==> config.mk <==
export PLATFORM = sky130hd
export DESIGN_NAME = dma_remap_dec
export DESIGN_NICKNAME = d
export VERILOG_FILES = /design/src/rtl/dma_remap_pkg.sv /design/src/rtl/dma_remap_cfg.sv /design/src/rtl/dma_remap_win.sv /design/src/rtl/dma_remap_dec.sv
export SDC_FILE = /design/constraint.sdc
export NUM_CORES = 1
export LEC_CHECK = 0
export BUFFER_PORTS_ARGS = -buffer_cell sky130_fd_sc_hd__buf_2
export CAP_MARGIN = 10
export CORE_MARGIN = 3
export CORE_UTILIZATION = 50
export CTS_CLUSTER_SIZE = 20
export DETAILED_ROUTE_END_ITERATION = 12
export GPL_TIMING_DRIVEN = 1
export HOLD_SLACK_MARGIN = 0.12
export PLACE_DENSITY_LB_ADDON = 0.2
export SYNTH_ARGS = -nofsm -noshare
export SYNTH_HDL_FRONTEND = slang
export SYNTH_SLANG_ARGS = --single-unit
==> constraint.sdc <==
create_clock -name clk_i -period 1.6 [get_ports clk_i]
set_clock_uncertainty 0.1 [all_clocks]
set_input_delay 0.16 -clock clk_i [delete_from_list [all_inputs] [get_ports clk_i]]
set_output_delay 0.16 -clock clk_i [all_outputs]
set_load 0.01 [all_outputs]
==> src/rtl/dma_remap_pkg.sv <==
package dma_remap_pkg;
  localparam int unsigned IO_AW      = 32;
  localparam int unsigned WIN_LSB    = 8;   // 256-byte window
  localparam int unsigned CH_LSB     = 4;   // 16-byte set per channel
  localparam int unsigned N_CH       = 8;
  localparam int unsigned CH_W       = $clog2(N_CH);
  localparam int unsigned N_BASE_B   = IO_AW / 8;
  localparam logic [7:0]  OFF_BASE   = 8'h58;
  localparam logic [7:0]  OFF_MASK   = 8'h5C;
  localparam int unsigned CASCADE_CH = 4;
endpackage

==> src/rtl/dma_remap_cfg.sv <==
module dma_remap_cfg
  import dma_remap_pkg::*;
(
  input  logic                 clk_i,
  input  logic                 rst_ni,
  input  logic                 we_i,
  input  logic [7:0]           addr_i,
  input  logic [7:0]           wdata_i,
  output logic [7:0]           rdata_o,
  output logic [IO_AW-1:WIN_LSB] base_hi_o,
  output logic [N_CH-1:0]      mask_o
);
  localparam logic [N_CH-1:0] RO_MASK = N_CH'(1) << CASCADE_CH;

  logic [7:0]      base_b_q [N_BASE_B];
  logic [N_CH-1:0] mask_q;

  always_ff @(posedge clk_i or negedge rst_ni) begin
    if (!rst_ni) begin
      for (int b = 0; b < N_BASE_B; b++) base_b_q[b] <= '0;
      mask_q <= '0;
    end else if (we_i) begin
      // byte 0 stays zero: window is 256-byte aligned
      for (int b = 1; b < N_BASE_B; b++)
        if (addr_i == OFF_BASE + 8'(b)) base_b_q[b] <= wdata_i;
      if (addr_i == OFF_MASK) mask_q <= wdata_i & ~RO_MASK;
    end
  end

  for (genvar b = 1; b < N_BASE_B; b++) begin : g_base
    assign base_hi_o[b*8 +: 8] = base_b_q[b];
  end

  assign mask_o = mask_q;

  always_comb begin
    rdata_o = '0;
    for (int b = 1; b < N_BASE_B; b++)
      if (addr_i == OFF_BASE + 8'(b)) rdata_o = base_b_q[b];
    if (addr_i == OFF_MASK) rdata_o = mask_q;
  end

  logic unused_b0;
  assign unused_b0 = ^base_b_q[0];
endmodule

==> src/rtl/dma_remap_win.sv <==
module dma_remap_win
  import dma_remap_pkg::*;
(
  input  logic [IO_AW-1:WIN_LSB] base_hi_i,
  input  logic [N_CH-1:0]        mask_i,
  input  logic [IO_AW-1:0]       addr_i,
  input  logic                   strobe_i,
  output logic                   claim_o,
  output logic [CH_W-1:0]        chan_o,
  output logic [CH_LSB-1:0]      off_o
);
  logic [N_CH-1:0] ch_en;
  logic            base_set, in_win, low_half;

  for (genvar c = 0; c < N_CH; c++) begin : g_en
    if (c == CASCADE_CH) begin : g_casc
      assign ch_en[c] = 1'b0;
    end else begin : g_norm
      assign ch_en[c] = mask_i[c];
    end
  end

  assign base_set = |base_hi_i;
  assign in_win   = addr_i[IO_AW-1:WIN_LSB] == base_hi_i;
  assign low_half = ~addr_i[WIN_LSB-1];
  assign chan_o   = addr_i[CH_LSB +: CH_W];
  assign off_o    = addr_i[CH_LSB-1:0];
  assign claim_o  = strobe_i & base_set & in_win & low_half & ch_en[chan_o];
endmodule

==> src/rtl/dma_remap_dec.sv <==
module dma_remap_dec
  import dma_remap_pkg::*;
(
  input  logic        clk_i,
  input  logic        rst_ni,
  input  logic        cfg_we_i,
  input  logic [7:0]  cfg_addr_i,
  input  logic [7:0]  cfg_wdata_i,
  output logic [7:0]  cfg_rdata_o,
  input  logic [31:0] io_addr_i,
  input  logic        io_strobe_i,
  output logic        claim_o,
  output logic [2:0]  chan_o,
  output logic [3:0]  reg_off_o
);
  logic [IO_AW-1:WIN_LSB] base_hi;
  logic [N_CH-1:0]        mask;

  dma_remap_cfg u_cfg (
    .clk_i    (clk_i),
    .rst_ni   (rst_ni),
    .we_i     (cfg_we_i),
    .addr_i   (cfg_addr_i),
    .wdata_i  (cfg_wdata_i),
    .rdata_o  (cfg_rdata_o),
    .base_hi_o(base_hi),
    .mask_o   (mask)
  );

  dma_remap_win u_win (
    .base_hi_i(base_hi),
    .mask_i   (mask),
    .addr_i   (io_addr_i),
    .strobe_i (io_strobe_i),
    .claim_o  (claim_o),
    .chan_o   (chan_o),
    .off_o    (reg_off_o)
  );
endmodule

---- Word level (Yosys, flattened, before mapping) ----
Cells that the tools add are included.
Widths: inputs -> output; s select.
word-level totals
  latch bits .............................. 0
  memories kept ........................... 0
  memory bits (writable) .................. 0
  register bits after elaboration ......... 31
  output and inout bits ................... 16
  ROM bits ................................ 0
operators by class
  shift operators ......................... 0
  $mul .................................... 0
  $lt $le $gt $ge ......................... 1
  multiplexer cells ....................... 6
  bitwise logic cells ..................... 5
  divide/modulo/power cells ............... 0
  equality and inequality tests ........... 5
  reductions and logical operators ........ 5
  add/sub/neg operators ................... 0
operators with widths
  cell                number
  $eq 8x7->1 const B  4
  $mux 8              4
  $eq 24x24->1        1
  $reduce_or 24->1    1
  $reduce_and 2->1    4
  $and 1x1->1         4
  $lt 3x4->1 const B  1
  $bmux 1 s3          1
  $mux 1              1
  $not 1->1           1

---- Logic depth before layout (Yosys ltp) ----
Gate-level depths: netlist of run 1.
  depth in word-level cells ............... 5
  mapped depth ............................ 5
  depth with buffers taken out ............ 4

---- Modules after synthesis ----
A second synthesis of run 1 with hierarchy kept.
second synthesis, totals
  cell total of the unflattened synthesis .. 183
  area total of the unflattened synthesis .. 2108.3 µm²
by module, submodules not included
  module         instances  cells an instance  sequential area each (µm²)  area an instance (µm²)
  dma_remap_cfg  1          127                775.7                       1651.6
  dma_remap_win  1          56                 0.0                         456.7

---- Worst setup path before layout of run 1 ----
No wires, ideal clock.
  kind .................................... input to register
  start ................................... in cfg_addr_i[5]
  end ..................................... reg u_cfg.base_b_q (netlist bit u_cfg.base_hi_o[16])
  data arrival time ....................... 1.399 ns
  buffers on the path ..................... 1
  data required time ...................... 1.375 ns
  stages on the path ...................... 5
  setup slack ............................. -0.023 ns
  cells stage by stage .................... and4bb_2 -> nand3b_4 -> buf_6 -> nor3b_4 -> mux2_2
on the way
  cells in the longest elaborated chain, start to end .. 2
RTL lines
  element                            line                 RTL
  start, declared                    dma_remap_dec.sv:7   input logic [7:0] cfg_addr_i,
  $eq 8x7->1                         dma_remap_cfg.sv:25  if (addr_i == OFF_BASE + 8'(b)) base_b_q[b] <= wdata_i;
  $reduce_and 2->1 (no source line)  n/a
  end signal, assigned by index      dma_remap_cfg.sv:25
  end, declared                      dma_remap_cfg.sv:15  logic [7:0] base_b_q [N_BASE_B];
Every way passes these cells.
A chain may end at the register's enable or synchronous reset.

---- Final worst setup path of run 1 ----
  start ................................... reg u_cfg.base_b_q (netlist bit u_cfg.base_hi_o[16])
  end ..................................... out claim_o
on the way
  cells in the longest elaborated chain, start to end .. 5
  elaborated cells between the ends (all ways) .. 6
RTL lines
  element                       line                 RTL
  $reduce_or 24->1              dma_remap_win.sv:23  assign base_set = |base_hi_i;
  $and 1x1->1                   dma_remap_win.sv:28  assign claim_o = strobe_i & base_set & in_win & low_half & ch_en[chan_o];
  $and 1x1->1 (*) (3 in a row)  dma_remap_win.sv:28
  end, declared                 dma_remap_dec.sv:12  output logic claim_o,
Every way passes the cells marked *; elsewhere a longest branch is shown, timed or not.

==> results by group, run 1 <==
Finish
  – # diodes: 0
  – Most frequent cells in the layout: 59 x buf_2, 31 x mux2_2, 31 x dfrtp_1
  – Multi-input combinational cell area: approximately 1200 um2
  – Filler Cells Inserted: just over 200
  – Synth-to-Final Area Change: 46.0%
  – Most common cell after layout, fill and taps aside: buf_2
  – Share of cells above drive strength 1: 60.4%
  – Finished Core Util: approximately four fifths
  – Final net count: slightly above 300
  – Seq. cell area: 776 um2

Placement
  – HPWL after DPL: 4310 um
  – IO Port Bufs: between 50 and 60
  – Setup Slack @ Placement: -230 ps
  – Routability Congestion: 0.914

GRT
  – Global-route wire length before repair: 8670 um
  – Largest net degree at the start of global routing: 32
  – GR Overflow Total: 0
  – Antenna violations before repair: 0
  – Total Routing Usage GR: a little over a quarter
  – Vias in the first global route: 1,742

Outcome
  – Failing checks: negative setup slack
  – Status: finished with violations

STA
  – Tcrit/Tclk final: 130%
  – Slew HR: 49.7%
  – Final WS setup: -480 ps
  – Fin. Hold Viols: 0
  – Final setup violation count: 9
  – Tightest Pin Transition: about 750 ps
  – Fmax achieved: 0.481 GHz
  – Minimum clock period: just over 2000 ps
  – Max-slew violation count: 0
  – Unrepaired setup endpoints after global routing: true

Critical path
  – Slowest-stage cell, CP: dfrtp_1
  – CP Max Fanout: 2
  – CP Launch Type: flip-flop
  – WP data arrival: approximately 1800 ps
  – CP Class: flip-flop to output pin
  – Max incr delay on CP: around 400 ps
  – Cell mode on critical path: nor4_2
  – Req. time, crit path: between 1000 and 1500 ps
  – R2r worst-path depth: 2
  – Cells along the critical path: xor2_1, nor4_2, nand4_1, nor4_2, buf_2
  – Worst setup EP type: output pin

Synthesis
  – Number of warnings issued by yosys: 0
  – Most used flip-flop cell after synthesis: dfrtp_1
  – Syn avg cell area: 11.6 um2
  – Cell area after synthesis: 1920 um2
  – Synth unique cells: 27
  – Synth Register Bits: 31
  – Seq/Total Area, Yosys: 40.4%
  – Post-Syn Instances: 165
  – Number of flops mapped to enable cells by yosys: 0
  – Async SR Flop Fraction: 100%
  – Syn nets: 217

CTS
  – Clock transition at path regs: 60 ps
  – Clock sink total: 31
  – Clock tree root driver cell: clkbuf_8
  – CTS tree: done
  – Clock buffer count from CTS: 5
  – Clock Latency Late Sink: 290 ps
  – H-tree levels: 2
  – Clk buf depth: 2

Drt
  – Pre-antenna DRT Iters: 4
  – Vias: between 1,500 and 2,000
  – # DRC: 0
  – Routed WL per cell: 19.3 um
  – Detailed Route WL: around 5900 um
  – Routed Antenna Nets: 0
  – DRT iter0 DRCs: 122
  – Vias/cell: 5.66

Floorplan
  – Die Height: a little under 70 um
  – Die W: 67.9 um
  – Initial cell density of the core: 54.5%
  – Area of the die: between 4000 and 5000 um2
  – Core Area: 3520 um2
  – # rows: 21
  – Ports: a little under 70

Flow run
  – Max-cap violations: 0

Pwr
  – Power per Cell Area: 696 nW/um2
  – Peak VDD IR: 0.000741 V
  – Overall power: slightly below 0.002 W
  – Leakage dissipation: 1.45 nW

Hold path
  – HP Class: input port to output pin
  – Hold Path Stages: 0
-- synth_stat cells (all sizes together), types with 2 or more instances --
master | instances | area (um2)
dfrtp | 31 | 776
o21ai | 8 | 40.0
clkbuf | 2 | 7.51
mux2i | 2 | 20.0
nand4 | 2 | 12.5
nor2 | 3 | 13.8
nand3b | 2 | 27.5
nand3 | 2 | 10.0
inv | 2 | 7.51
a22oi | 8 | 60.1
mux2 | 39 | 439
nand2 | 9 | 33.8
buf | 10 | 73.8
nor3b | 3 | 33.8
nor4 | 12 | 75.1
xor2 | 24 | 210
-- per-stage QoR --
| stage | instance area [um2] | setup TNS [ps] | std cells | hold WS, ps |
|---|---|---|---|---|
| after floorplan | 1920 | -187 | 165 | -236 |
| after detailed placement | 2470 | -1610 | 289 | 158 |
| after global placement | 2470 | -882 | 289 | 137 |
| final | 2800 | -1280 | 306 | 220 |
| after CTS | 2770 | -1130 | 306 | 220 |
| after global routing | 2800 | -1660 | 306 | 220 |
-- worst max-delay path, delay by kind of cell, from the launching register on --
family                 cells  cell delay (ps)
AND/OR/NAND/NOR            3              790
flip-flops                 1              400
buffers and inverters      1              180
XOR/XNOR                   1              160
-- routing by layer --
| layer | global-route usage (%) | vias to the layer above | wire length [um] |
|---|---|---|---|
| li1 | - | 790 | - |
| met1 | 32.2 | 841 | 2360 |
| met2 | 45.4 | 90 | 2970 |
| met3 | 5.42 | 12 | 483 |
| met4 | 10.2 | 0 | 107 |
| met5 | 0 | - | 0 |
-- kinds of logic after synthesis --
group | after synthesis | share of synthesized area, %
compound gates | 16 | 5.22
xor+xnor | 24 | 11.0
simple gates | 38 | 13.6
buf+inv | 14 | 4.63
flops | 31 | 40.4
mux | 42 | 25.1
-- timing repair --
item | 4_1_cts | 5_1_grt
pin swaps | 3 | 6
resized for setup | 33 | 9
hold buffers | 9 | 0
hold endpoints to repair | 62 | 0
setup endpoints to repair | 9 | 9
buffers inserted | 0 | 2
-- power by group --
part	switching, W	total [W]	internal, W
sequential	0.0000353	0.000857	0.000821
clock	0.000299	0.000691	0.000392
combinational	0.000184	0.000402	0.000218
-- flip-flops by register name, summed over array words and instances (netlist names) --
register         flops
u_cfg.mask_o         7
u_cfg.base_hi_o     24
-- layout make-up --
type	instances	share of cell area, %
Clock buffer	8	3.57
Inverter	2	0.268
Multi-Input combinational cell	120	41.4
Sequential cell	31	27.7
Tap cell	46	2.06
Timing Repair Buffer	99	25.0
-- path summary, 6_finish.rpt --
| kind | from | to | slack (ps) |
|---|---|---|---|
| worst max register to register | u_cfg.base_hi_o[18] | u_cfg.base_hi_o[18] | 520 |
| worst max-delay path | u_cfg.base_hi_o[16] | claim_o | -480 |
| min in group asynchronous | rst_ni | u_cfg.base_hi_o[23] | 370 |
| worst min-delay path | io_addr_i[1] | reg_off_o[1] | 220 |
| max in group asynchronous | rst_ni | u_cfg.base_hi_o[16] | 540 |
| worst min register to register | u_cfg.mask_o[7] | u_cfg.mask_o[7] | 440 |
Note: power is estimated with default switching activity, not from simulation.
==> run 2, diff against run 1 <==
SETUP_SLACK_MARGIN = 0.05   (was default)
==> run 2 against run 1 <==
  * The run still ends with negative setup slack left
  * Critical path depth is the same
  * Clock power shrank 14%
  * Sequential power is essentially flat
  * First-iteration DRC count shrank 4.1%
  * Sequential cell count is the same
  * Die area is the same
  * Critical path type unchanged
  * Via count shrank 0.12%
  * Clock-buffer cell count shrank 1
  * Hold slack is the same
  * Largest power group unchanged
  * Maximum frequency grew 5.2%
==> results by group, run 2 (synthesis gave the netlist of run 1 again) <==
STA
  – Final WS setup: -377 ps (+103 ps)
  – Tcrit/Tclk final: 124% (-6.4 points)
  – Tightest Pin Transition: 700 ps (-54.6 ps)
  – Max-slew violation count: 0 (unchanged)
  – Worst hold slack: 220 ps (unchanged)
  – Final setup violation count: 9 (unchanged)
  – Unrepaired setup endpoints after global routing: true
  – Fmax achieved: 0.506 GHz (+5.2%)
  – Minimum clock period: 1980 ps (-103 ps)
  – Slew HR: 53.3% (+3.6 points)
  – Fin. Hold Viols: 0 (unchanged)
  – Setup TNS Final: -1130 ps (+151 ps)

Floorplan
  – Core Area: 3520 um2 (unchanged)
  – Initial cell density of the core: 54.5% (unchanged)
  – Area of the die: 4620 um2 (unchanged)
  – # rows: 21 (unchanged)
  – Die W: 67.9 um (unchanged)
  – Ports: 68 (unchanged)
  – Die Height: 67.9 um (unchanged)

Drt
  – Routed Antenna Nets: 0 (unchanged)
  – DRT iter0 DRCs: 117 (-4.1%)
  – M1 WL: 2370 um (+0.51%)
  – Max layer used: met4
  – Vias: 1,731 (-0.12%)
  – Vias/cell: 5.57 (-1.7%)
  – # DRC: 0 (unchanged)
  – Metal2 WL: 3090 um (+4.1%)
  – Routed WL per cell: 19.3 um (-0.19%)
  – Detailed Route WL: 6000 um (+1.4%)
  – Pre-antenna DRT Iters: 4 (unchanged)
  – Met3 Wirelength: 410 um (-15%)

GRT
  – Vias in the first global route: 1,801 (+3.4%)
  – Global-route wire length before repair: 8780 um (+1.4%)
  – Antenna violations before repair: 0 (unchanged)
  – Total Routing Usage GR: 27.2% (+0.86 points)
  – Largest net degree at the start of global routing: 32 (unchanged)
  – GR Overflow Total: 0 (unchanged)

Pwr
  – Peak VDD IR: 0.000632 V (-15%)
  – Logic pwr share: 21.6% (+1.0 points)
  – Switching share of power: 27.6% (+1.0 points)
  – Clock group share of total power: 32.1% (-3.4 points)
  – Power per Cell Area: 669 nW/um2 (-4.0%)
  – Sequential Power Share: 46.2% (+2.3 points)
  – P_int: 0.00134 W (-6.2%)
  – Leakage dissipation: 1.45 nW (about the same)
  – Net Switching: 0.000512 W (-1.3%)

CTS
  – Clock sink total: 31 (unchanged)
  – Clock buffer count from CTS: 5 (unchanged)
  – H-tree levels: 2 (unchanged)
  – Clock tree root driver cell: clkbuf_8
  – Clock transition at path regs: 60 ps (about the same)
  – CTS tree: done
  – Clk buf depth: 2 (unchanged)
  – Clock Latency Late Sink: 290 ps (about the same)

Finish
  – Synth-to-Final Area Change: 44.6%
  – Number of flip-flops in the largest register: 24 (unchanged)
  – Final net count: 316 (+1.6%)
  – Finished Core Util: 78.7% (-0.78 points)
  – # diodes: 0 (unchanged)
  – Final Cell Area: 2770 um2 (-0.98%)
  – Most frequent cells in the layout: 59 x buf_2, 34 x mux2_2, 31 x dfrtp_1
  – Most common cell after layout, fill and taps aside: buf_2
  – Filler Cells Inserted: 234 (+14%)
  – Seq. cell area: 776 um2 (unchanged)
  – Multi-input combinational cell area: 1140 um2 (-1.2%)
  – Share of cells above drive strength 1: 60.0% (-0.38 points)

Placement
  – Routability Congestion: 0.949 (+3.9%)
  – Area after DPL: 2450 um2 (-0.56%)
  – IO Port Bufs: 59 (unchanged)
  – HPWL after DPL: 4240 um (-1.8%)

Critical path
  – Worst setup EP type: output pin
  – CP Max Fanout: 2 (unchanged)
  – Cells along the critical path: xor2_1, nor4_2, nand3_1, nor4_2, buf_2
  – R2r worst-path depth: 2 (unchanged)
  – Req. time, crit path: 1340 ps (about the same)
  – WP data arrival: 1720 ps (-100 ps)
  – Max incr delay on CP: 420 ps (+20 ps)
  – CP Class: flip-flop to output pin
  – Cell mode on critical path: nor4_2
  – CP Launch Type: flip-flop
  – Slowest-stage cell, CP: dfrtp_1

Hold path
  – Hold Path Stages: 0 (unchanged)
  – HP Class: input port to output pin

Outcome
  – Failing checks: negative setup slack
  – Status: finished with violations

Flow run
  – Max-cap violations: 0 (unchanged)
[run 2: cell types whose count changed in the layout (fill, tap and decap cells not counted), sizes merged]
cell / before / now
buf: 90 / 95
clkinv: 0 / 1
clkbuf: 8 / 7
[run 2: layout make-up]
class / count / area share [%]
tap: 46 / 2.08
clock inverter: 1 / 0.181
multi-input combinational: 120 / 41.3
inverter: 2 / 0.271
sequential: 31 / 28.0
timing repair buffer: 104 / 25.5
clock buffer: 7 / 2.75
[run 2: worst paths after layout]
path | from | endpoint | slack [ps]
max in group asynchronous | rst_ni | u_cfg.base_hi_o[10] | 580
setup reg to reg | u_cfg.base_hi_o[21] | u_cfg.base_hi_o[21] | 550
hold reg to reg | u_cfg.mask_o[0] | u_cfg.mask_o[0] | 440
min in group asynchronous | rst_ni | u_cfg.base_hi_o[20] | 360
setup / recovery | u_cfg.base_hi_o[31] | claim_o | -380
hold / removal | io_addr_i[3] | reg_off_o[3] | 220
[run 2: per-stage QoR]
| stage | setup WS (ps) | cells | power (W) |
|---|---|---|---|
| 2_1_floorplan | -23.4 | 165 | 0.00103 |
| 3_3_place_gp | -148 | 290 | 0.00119 |
| 3_5_place_dp | -142 | 290 | 0.00120 |
| 4_1_cts | -358 | 311 | 0.00185 |
| 5_1_grt | -465 | 311 | 0.00194 |
| 6_report | -377 | 311 | 0.00185 |
[run 2: power groups by stage]
stage	registers [W]	clock network (W)	logic (W)
2_1_floorplan	0.000866	0	0.000168
3_3_place_gp	0.000868	0	0.000318
3_5_place_dp	0.000869	0	0.000330
4_1_cts	0.000856	0.000611	0.000384
5_1_grt	0.000861	0.000647	0.000431
6_report	0.000857	0.000596	0.000401
[run 2: what timing repair did]
action / CTS / global route
endpoints found under the setup margin: 9 / 9
pin swaps: 10 / 3
resized for setup: 26 / 8
hold endpoints to repair: 62 / 0
buffers inserted: 4 / 1
hold buffers: 9 / 0
[run 2: metal layers]
| metal | vias to the layer above | global-route usage [%] |
|---|---|---|
| met4 | 0 | 8.68 |
| met3 | 17 | 7.39 |
| li1 | 792 | - |
| met5 | - | 0 |
| met2 | 69 | 46.2 |
| met1 | 853 | 33.4 |
[run 2: worst max-delay path, delay by kind of cell (launching register included)]
| kind | cells | cell delay [ps] |
|---|---|---|
| simple gates | 3 | 630 |
| xor+xnor | 1 | 190 |
| flops | 1 | 420 |
| buf+inv | 1 | 170 |
